<file path="config.mk">
export PLATFORM = sky130hd
export DESIGN_NAME = spi_regbridge_slave
export DESIGN_NICKNAME = d
export VERILOG_FILES = /design/src/rtl/spi_rb_pkg.sv /design/src/rtl/spi_rb_sync.sv /design/src/rtl/spi_rb_frame.sv /design/src/rtl/spi_rb_tx.sv /design/src/rtl/spi_regbridge_slave.sv
export SDC_FILE = /design/constraint.sdc
export NUM_CORES = 1
export LEC_CHECK = 0
export BUFFER_PORTS_ARGS = -buffer_cell sky130_fd_sc_hd__buf_4
export CORE_UTILIZATION = 35
export DETAILED_ROUTE_END_ITERATION = 10
export PLACE_DENSITY = 0.53
export SLEW_MARGIN = 20
export SYNTH_ARGS = -nofsm -noshare
export SYNTH_HDL_FRONTEND = slang
export SYNTH_SLANG_ARGS = --single-unit
</file>
<file path="constraint.sdc">
create_clock -name clk -period 4.05 [get_ports clk]
set_input_delay 0.81 -clock clk [delete_from_list [all_inputs] [get_ports clk]]
set_output_delay 0.81 -clock clk [all_outputs]
set_load 0.01 [all_outputs]
</file>
<file path="src/rtl/spi_rb_pkg.sv">
package spi_rb_pkg;
  localparam int unsigned DEF_WORD_W = 32;
  localparam int unsigned DEF_ADDR_W = 10;
  localparam int unsigned DEF_SYNC_N = 2;

  // Progress through a two-word frame
  typedef enum logic [1:0] {
    FR_CMD  = 2'd0,
    FR_DATA = 2'd1,
    FR_DONE = 2'd2
  } frame_st_t;
endpackage

</file>
<file path="src/rtl/spi_rb_sync.sv">
module spi_rb_sync #(
  parameter int unsigned SYNC_N = 2
) (
  input  logic clk,
  input  logic rst_n,
  input  logic sclk_i,
  input  logic csn_i,
  input  logic mosi_i,
  output logic sclk_rise,
  output logic sclk_fall,
  output logic csn_s,
  output logic mosi_s
);
  localparam int unsigned LINES = 3;
  localparam logic [LINES-1:0] IDLE_VAL = 3'b100; // csn high, sclk low, mosi low

  logic [LINES-1:0] raw;
  logic [LINES-1:0] stage [SYNC_N];
  logic             sclk_d;

  assign raw = {csn_i, sclk_i, mosi_i};

  for (genvar g = 0; g < SYNC_N; g++) begin : g_stage
    if (g == 0) begin : g_first
      always_ff @(posedge clk or negedge rst_n) begin
        if (!rst_n) stage[g] <= IDLE_VAL;
        else        stage[g] <= raw;
      end
    end else begin : g_next
      always_ff @(posedge clk or negedge rst_n) begin
        if (!rst_n) stage[g] <= IDLE_VAL;
        else        stage[g] <= stage[g-1];
      end
    end
  end

  always_ff @(posedge clk or negedge rst_n) begin
    if (!rst_n) sclk_d <= 1'b0;
    else        sclk_d <= stage[SYNC_N-1][1];
  end

  assign csn_s     = stage[SYNC_N-1][2];
  assign mosi_s    = stage[SYNC_N-1][0];
  assign sclk_rise =  stage[SYNC_N-1][1] & ~sclk_d;
  assign sclk_fall = ~stage[SYNC_N-1][1] &  sclk_d;
endmodule

</file>
<file path="src/rtl/spi_rb_frame.sv">
module spi_rb_frame
  import spi_rb_pkg::*;
#(
  parameter int unsigned WORD_W = DEF_WORD_W,
  parameter int unsigned ADDR_W = DEF_ADDR_W
) (
  input  logic              clk,
  input  logic              rst_n,
  input  logic              sclk_rise,
  input  logic              csn_s,
  input  logic              mosi_s,
  output logic [ADDR_W-1:0] bus_addr,
  output logic [WORD_W-1:0] bus_wdata,
  output logic              bus_wr,
  output logic              bus_rd,
  output logic              data_phase
);
  localparam int unsigned FRAME_BITS = 2 * WORD_W;
  localparam int unsigned CNT_W      = $clog2(FRAME_BITS + 1);
  localparam logic [CNT_W-1:0] LAST_CMD  = CNT_W'(WORD_W - 1);
  localparam logic [CNT_W-1:0] LAST_DATA = CNT_W'(FRAME_BITS - 1);

  frame_st_t         st;
  logic [CNT_W-1:0]  cnt;
  logic [WORD_W-1:0] sh;
  logic [WORD_W-1:0] word_nxt;
  logic              is_rd;

  assign word_nxt   = {sh[WORD_W-2:0], mosi_s};
  assign data_phase = (st == FR_DATA);

  always_ff @(posedge clk or negedge rst_n) begin
    if (!rst_n) begin
      st        <= FR_CMD;
      cnt       <= '0;
      sh        <= '0;
      is_rd     <= 1'b0;
      bus_addr  <= '0;
      bus_wdata <= '0;
      bus_wr    <= 1'b0;
      bus_rd    <= 1'b0;
    end else begin
      bus_wr <= 1'b0;
      bus_rd <= 1'b0;
      if (csn_s) begin
        st    <= FR_CMD;
        cnt   <= '0;
        sh    <= '0;
        is_rd <= 1'b0;
      end else if (sclk_rise && st != FR_DONE) begin
        sh  <= word_nxt;
        cnt <= cnt + 1'b1;
        if (st == FR_CMD && cnt == LAST_CMD) begin
          is_rd    <= word_nxt[WORD_W-1];
          bus_rd   <= word_nxt[WORD_W-1];
          bus_addr <= word_nxt[ADDR_W-1:0];
          st       <= FR_DATA;
        end else if (st == FR_DATA && cnt == LAST_DATA) begin
          st <= FR_DONE;
          if (!is_rd) begin
            bus_wr    <= 1'b1;
            bus_wdata <= word_nxt;
          end
        end
      end
    end
  end

  a_r2_single_wr: assert property (@(posedge clk) disable iff (!rst_n)
    bus_wr |=> !bus_wr);
  a_r2_addr_held: assert property (@(posedge clk) disable iff (!rst_n)
    bus_wr |-> $stable(bus_addr));
  a_r3_single_rd: assert property (@(posedge clk) disable iff (!rst_n)
    bus_rd |=> !bus_rd);
  a_r5_rd_wr_excl: assert property (@(posedge clk) disable iff (!rst_n)
    !(bus_rd && bus_wr));
  a_r6_release_quiet: assert property (@(posedge clk) disable iff (!rst_n)
    csn_s |=> (!bus_wr && !bus_rd));
  a_r8_cnt_bound: assert property (@(posedge clk) disable iff (!rst_n)
    cnt <= CNT_W'(FRAME_BITS));
endmodule

</file>
<file path="src/rtl/spi_rb_tx.sv">
module spi_rb_tx
  import spi_rb_pkg::*;
#(
  parameter int unsigned WORD_W = DEF_WORD_W
) (
  input  logic              clk,
  input  logic              rst_n,
  input  logic              csn_s,
  input  logic              sclk_fall,
  input  logic              data_phase,
  input  logic              load,
  input  logic [WORD_W-1:0] rdata,
  output logic              miso
);
  logic [WORD_W-1:0] sr;

  always_ff @(posedge clk or negedge rst_n) begin
    if (!rst_n) begin
      sr   <= '0;
      miso <= 1'b0;
    end else if (csn_s) begin
      sr   <= '0;
      miso <= 1'b0;
    end else if (load) begin
      sr <= rdata;
    end else if (sclk_fall && data_phase) begin
      miso <= sr[WORD_W-1];
      sr   <= {sr[WORD_W-2:0], 1'b0};
    end
  end

  a_r10_release_low: assert property (@(posedge clk) disable iff (!rst_n)
    csn_s |=> !miso);
  a_r4_change_on_fall: assert property (@(posedge clk) disable iff (!rst_n)
    (!csn_s && !sclk_fall) |=> $stable(miso));
endmodule

</file>
<file path="src/rtl/spi_regbridge_slave.sv">
module spi_regbridge_slave
  import spi_rb_pkg::*;
#(
  parameter int unsigned WORD_W = DEF_WORD_W,
  parameter int unsigned ADDR_W = DEF_ADDR_W,
  parameter int unsigned SYNC_N = DEF_SYNC_N
) (
  input  logic              clk,
  input  logic              rst_n,
  input  logic              spi_sclk,
  input  logic              spi_csn,
  input  logic              spi_mosi,
  output logic              spi_miso,
  output logic [ADDR_W-1:0] bus_addr,
  output logic [WORD_W-1:0] bus_wdata,
  output logic              bus_wr,
  output logic              bus_rd,
  input  logic [WORD_W-1:0] bus_rdata
);
  logic sclk_rise, sclk_fall, csn_s, mosi_s, data_phase;

  spi_rb_sync #(.SYNC_N(SYNC_N)) u_sync (
    .clk(clk), .rst_n(rst_n),
    .sclk_i(spi_sclk), .csn_i(spi_csn), .mosi_i(spi_mosi),
    .sclk_rise(sclk_rise), .sclk_fall(sclk_fall),
    .csn_s(csn_s), .mosi_s(mosi_s)
  );

  spi_rb_frame #(.WORD_W(WORD_W), .ADDR_W(ADDR_W)) u_frame (
    .clk(clk), .rst_n(rst_n),
    .sclk_rise(sclk_rise), .csn_s(csn_s), .mosi_s(mosi_s),
    .bus_addr(bus_addr), .bus_wdata(bus_wdata),
    .bus_wr(bus_wr), .bus_rd(bus_rd), .data_phase(data_phase)
  );

  spi_rb_tx #(.WORD_W(WORD_W)) u_tx (
    .clk(clk), .rst_n(rst_n),
    .csn_s(csn_s), .sclk_fall(sclk_fall), .data_phase(data_phase),
    .load(bus_rd), .rdata(bus_rdata), .miso(spi_miso)
  );
endmodule

</file>
==> impl_metrics.py <==
metrics = {
    "sta": {
        "worst_slew_pin_slew_ns": 0.867,
        "min_period_ns": 2.31,
        "fmax_ghz": 0.433,
        "setup_viol": 0,
        "max_slew_margin_pct": 42.2,
        "period_share_pct": 57.0,
        "rsz0062_at_grt": "no",
        "worst_hold_slack_ns": 0.355,
        "finalHoldViolations": 0,
        "slew_viol_final": 0,
        "finClkSkew_ns": 0.00916,
        "finalSetupTns_ns": 0,
        "fin_ws_ns": 1.74,
    },
    "clock_network": {
        "holdBufCountCts": 0,
        "cts_resized": 0,
        "post_cts_buffers": 0,
        "cts-root-buf": "clkbuf_16",
        "h-tree-depth": 4,
        "insertion_delay_ns": 0.41,
        "clockBufferDepth": 2,
        "clock_sinks": 125,
        "cts_buffers": 17,
        "clkSlewWorstSetupHoldPaths_ns": 0.05,
        "cts_tree": "done",
    },
    "finish": {
        "drive_gt1_share_pct": 36.0,
        "area_delta_synth_final_pct": 29.0,
        "insertedDiodeCount": 0,
        "fillers": 1224,
        "nets": 496,
        "final_common_cell": "dfrtp_1",
        "layout_common_cells": "123 x dfrtp_1, 86 x buf_4, 40 x mux2_2, 39 x nand2_1, 33 x o21ai_0",
    },
    "power_and_ir_drop": {
        "p_per_area_mw_per_mm2": 460,
        "leakage_nw": 2.99,
        "ir_worst_vdd_v": 0.000328,
        "p_total_w": 0.00289,
    },
    "synthesis": {
        "synth_compound_gate_area_share_pct": 14.2,
        "async_flop_share_pct": 100,
        "syn_avg_cell_area_um2": 12.8,
        "synth_top_family_by_area": "compound AO/OA/AOI/OAI gates",
        "ys_seq_area_share_pct": 64.4,
        "synthMuxAreaShare_pct": 9.93,
        "synth_edf_count": 0,
        "synthesis.area_mm2": 0.00486,
        "synth-simple-area-share_pct": 7.92,
        "synth_top_area_share_pct": 63.3,
        "ys_warn_count": 0,
        "synth.net_count": 418,
        "yosys_register_bits": 125,
        "synthAdderAreaFrac_pct": 0.257,
        "synth_top_flop_cell": "dfrtp_1",
        "syn-instance-count": 380,
        "synth-xor-area-share_pct": 1.08,
        "ys_top_cells_by_area": "dfrtp_1 63%, mux2_2 9.3%, a22o_1 5.8%, a22oi_1 4.8%, o21ai_0 3.4%",
        "yosys.area.top_type": "dfrtp_1",
        "yosys.cell_types.count": 32,
    },
    "worst_setup_path": {
        "cp_data_required_time_ns": 4.34,
        "worstPathCellList": "nand2b_1 -> or3_4 -> nor4_4 -> mux2_2",
        "timing.critical_path.buf_inv": 0,
        "reg2regPathDepth": 4,
        "cpMaxStageDelayCell": "nor4_4",
        "worstSetupStartpointType": "flip-flop",
        "critPathTopFamily": "simple AND/OR/NAND/NOR gates",
        "critical_path_cell_count": 4,
        "reg2reg_from": "u_sync.sclk_d$_DFF_PN0_",
        "cp-end-kind": "flip-flop",
        "critPathArrivalTime_ns": 2.60,
        "crit_fanout": 10,
        "worst-setup-path-type": "reg -> reg",
        "slowest_delay_ns": 0.65,
        "crit_start": "u_sync.sclk_d$_DFF_PN0_",
    },
    "grt": {
        "grt_max_degree": 68,
        "grt_first_pass_wirelength_mm": 16.7,
        "antenna_found_initial": 0,
        "grt_pass1_vias": 3245,
        "track_usage_pct": 15.2,
        "gr-total-overflow": 0,
    },
    "die": {
        "initial_core_util_pct": 36.3,
        "die_area_mm2": 0.0144,
        "die_h_um": 120,
        "die_w_um": 120,
        "core_mm2": 0.0134,
        "io_pins": 82,
        "fp-row-count": 42,
    },
    "route": {
        "first_pass_iters": 5,
        "drc": 0,
        "wl_met2_mm": 4.60,
        "wl_per_cell_um": 15.6,
        "vias_per_cell": 5.10,
        "antenna_left": 0,
        "dr_wl_met3_um": 587,
        "wl_mm": 10.0,
        "initialDrtViolationCount": 225,
        "vias": 3292,
        "highest_layer": "met4",
        "m1WireLength_mm": 4.75,
    },
    "hold_path": {
        "hold_path_class": "reg -> reg",
        "holdCritStartpoint": "u_sync.stage[3]$_DFF_PN0_",
        "hold_depth": 0,
    },
    "placement": {
        "gp_congestion": 0.759,
        "dpl.hpwl_mm": 5.96,
        "port_buffers": 81,
        "pre_cts_ws_ns": 1.72,
    },
    "run": {
        "maxCapViolCount": 0,
    },
    "run_status": {
        "status": "finished, final reports clean",
    },
}
path summary, 6_finish.rpt:
check                                               endpoint  slack [ns]
setup / recovery             u_frame.bus_addr[8]$_DFFE_PN0P_        1.74
hold / removal                       u_sync.mosi_s$_DFF_PN0_        0.36
setup reg to reg             u_frame.bus_addr[8]$_DFFE_PN0P_        1.74
hold reg to reg                      u_sync.mosi_s$_DFF_PN0_        0.36
max in group asynchronous  u_frame.bus_wdata[28]$_DFFE_PN0P_        2.75
min in group asynchronous            u_tx.sr[24]$_DFFE_PN0P_        0.51
cell families after synthesis:
group,Yosys count
xor+xnor,6
flops,125
mux,43
compound gates,98
simple gates,78
buf+inv,29
fa+ha+maj,1
stage by stage:
stage | cell area, um2 | cells | util, %
3_5_place_dp | 5660 | 615 | 42.3
4_1_cts | 6270 | 646 | 46.8
3_3_place_gp | 5660 | 615 | 42.2
5_1_grt | 6270 | 646 | 46.8
6_report | 6270 | 646 | 46.8
2_1_floorplan | 4860 | 380 | -
synthesized netlist by cell type (2+ instances only):
master    count
clkbuf_1     24
o21ai_0      33
nand2_1      39
buf_1         3
mux2_1        2
dfstp_2       2
nor3_1        6
dfrtp_1     123
xnor2_1       6
or2_2         2
nor4_1        5
nor2_1       12
a22oi_1      31
nor2b_1       2
a22o_1       32
mux2_2       40
nand3_1       3
metal layers:
layer,up-vias,track usage [%]
met5,-,0
met4,0,6.80
met3,10,5.04
met2,87,22.0
met1,1656,20.7
li1,1539,-
final cells by class:
type                            instances  area (um2)  area share [%]
Sequential cell                       125        3130            49.9
Multi-Input combinational cell        226        1650            26.2
Timing Repair Buffer                   87         666            10.6
Clock buffer                           21         470            7.50
Tap cell                              176         220            3.51
Clock inverter                         10         136            2.17
Inverter                                1        3.75          0.0598
sequential cells by signal (all words and copies together) (netlist names):
name and flops:
u_sync.sclk_d 1, u_frame.bus_rd 1, u_frame.is_rd 1, u_frame.cnt 7, u_frame.st 2, u_sync.mosi_s 1, u_frame.sh 31, u_tx.miso 1
u_frame.bus_wdata 32, u_frame.bus_addr 10, u_frame.bus_wr 1, u_tx.sr 32, u_sync.csn_s 1, u_sync.stage 4
power by group:
group	switching [W]	internal, W	leakage (nW)
Sequential	0.00000674	0.00126	1.73
Clock	0.000533	0.00101	0.291
Combinational	0.0000485	0.0000305	0.968
(Power assumes the default switching activity.)
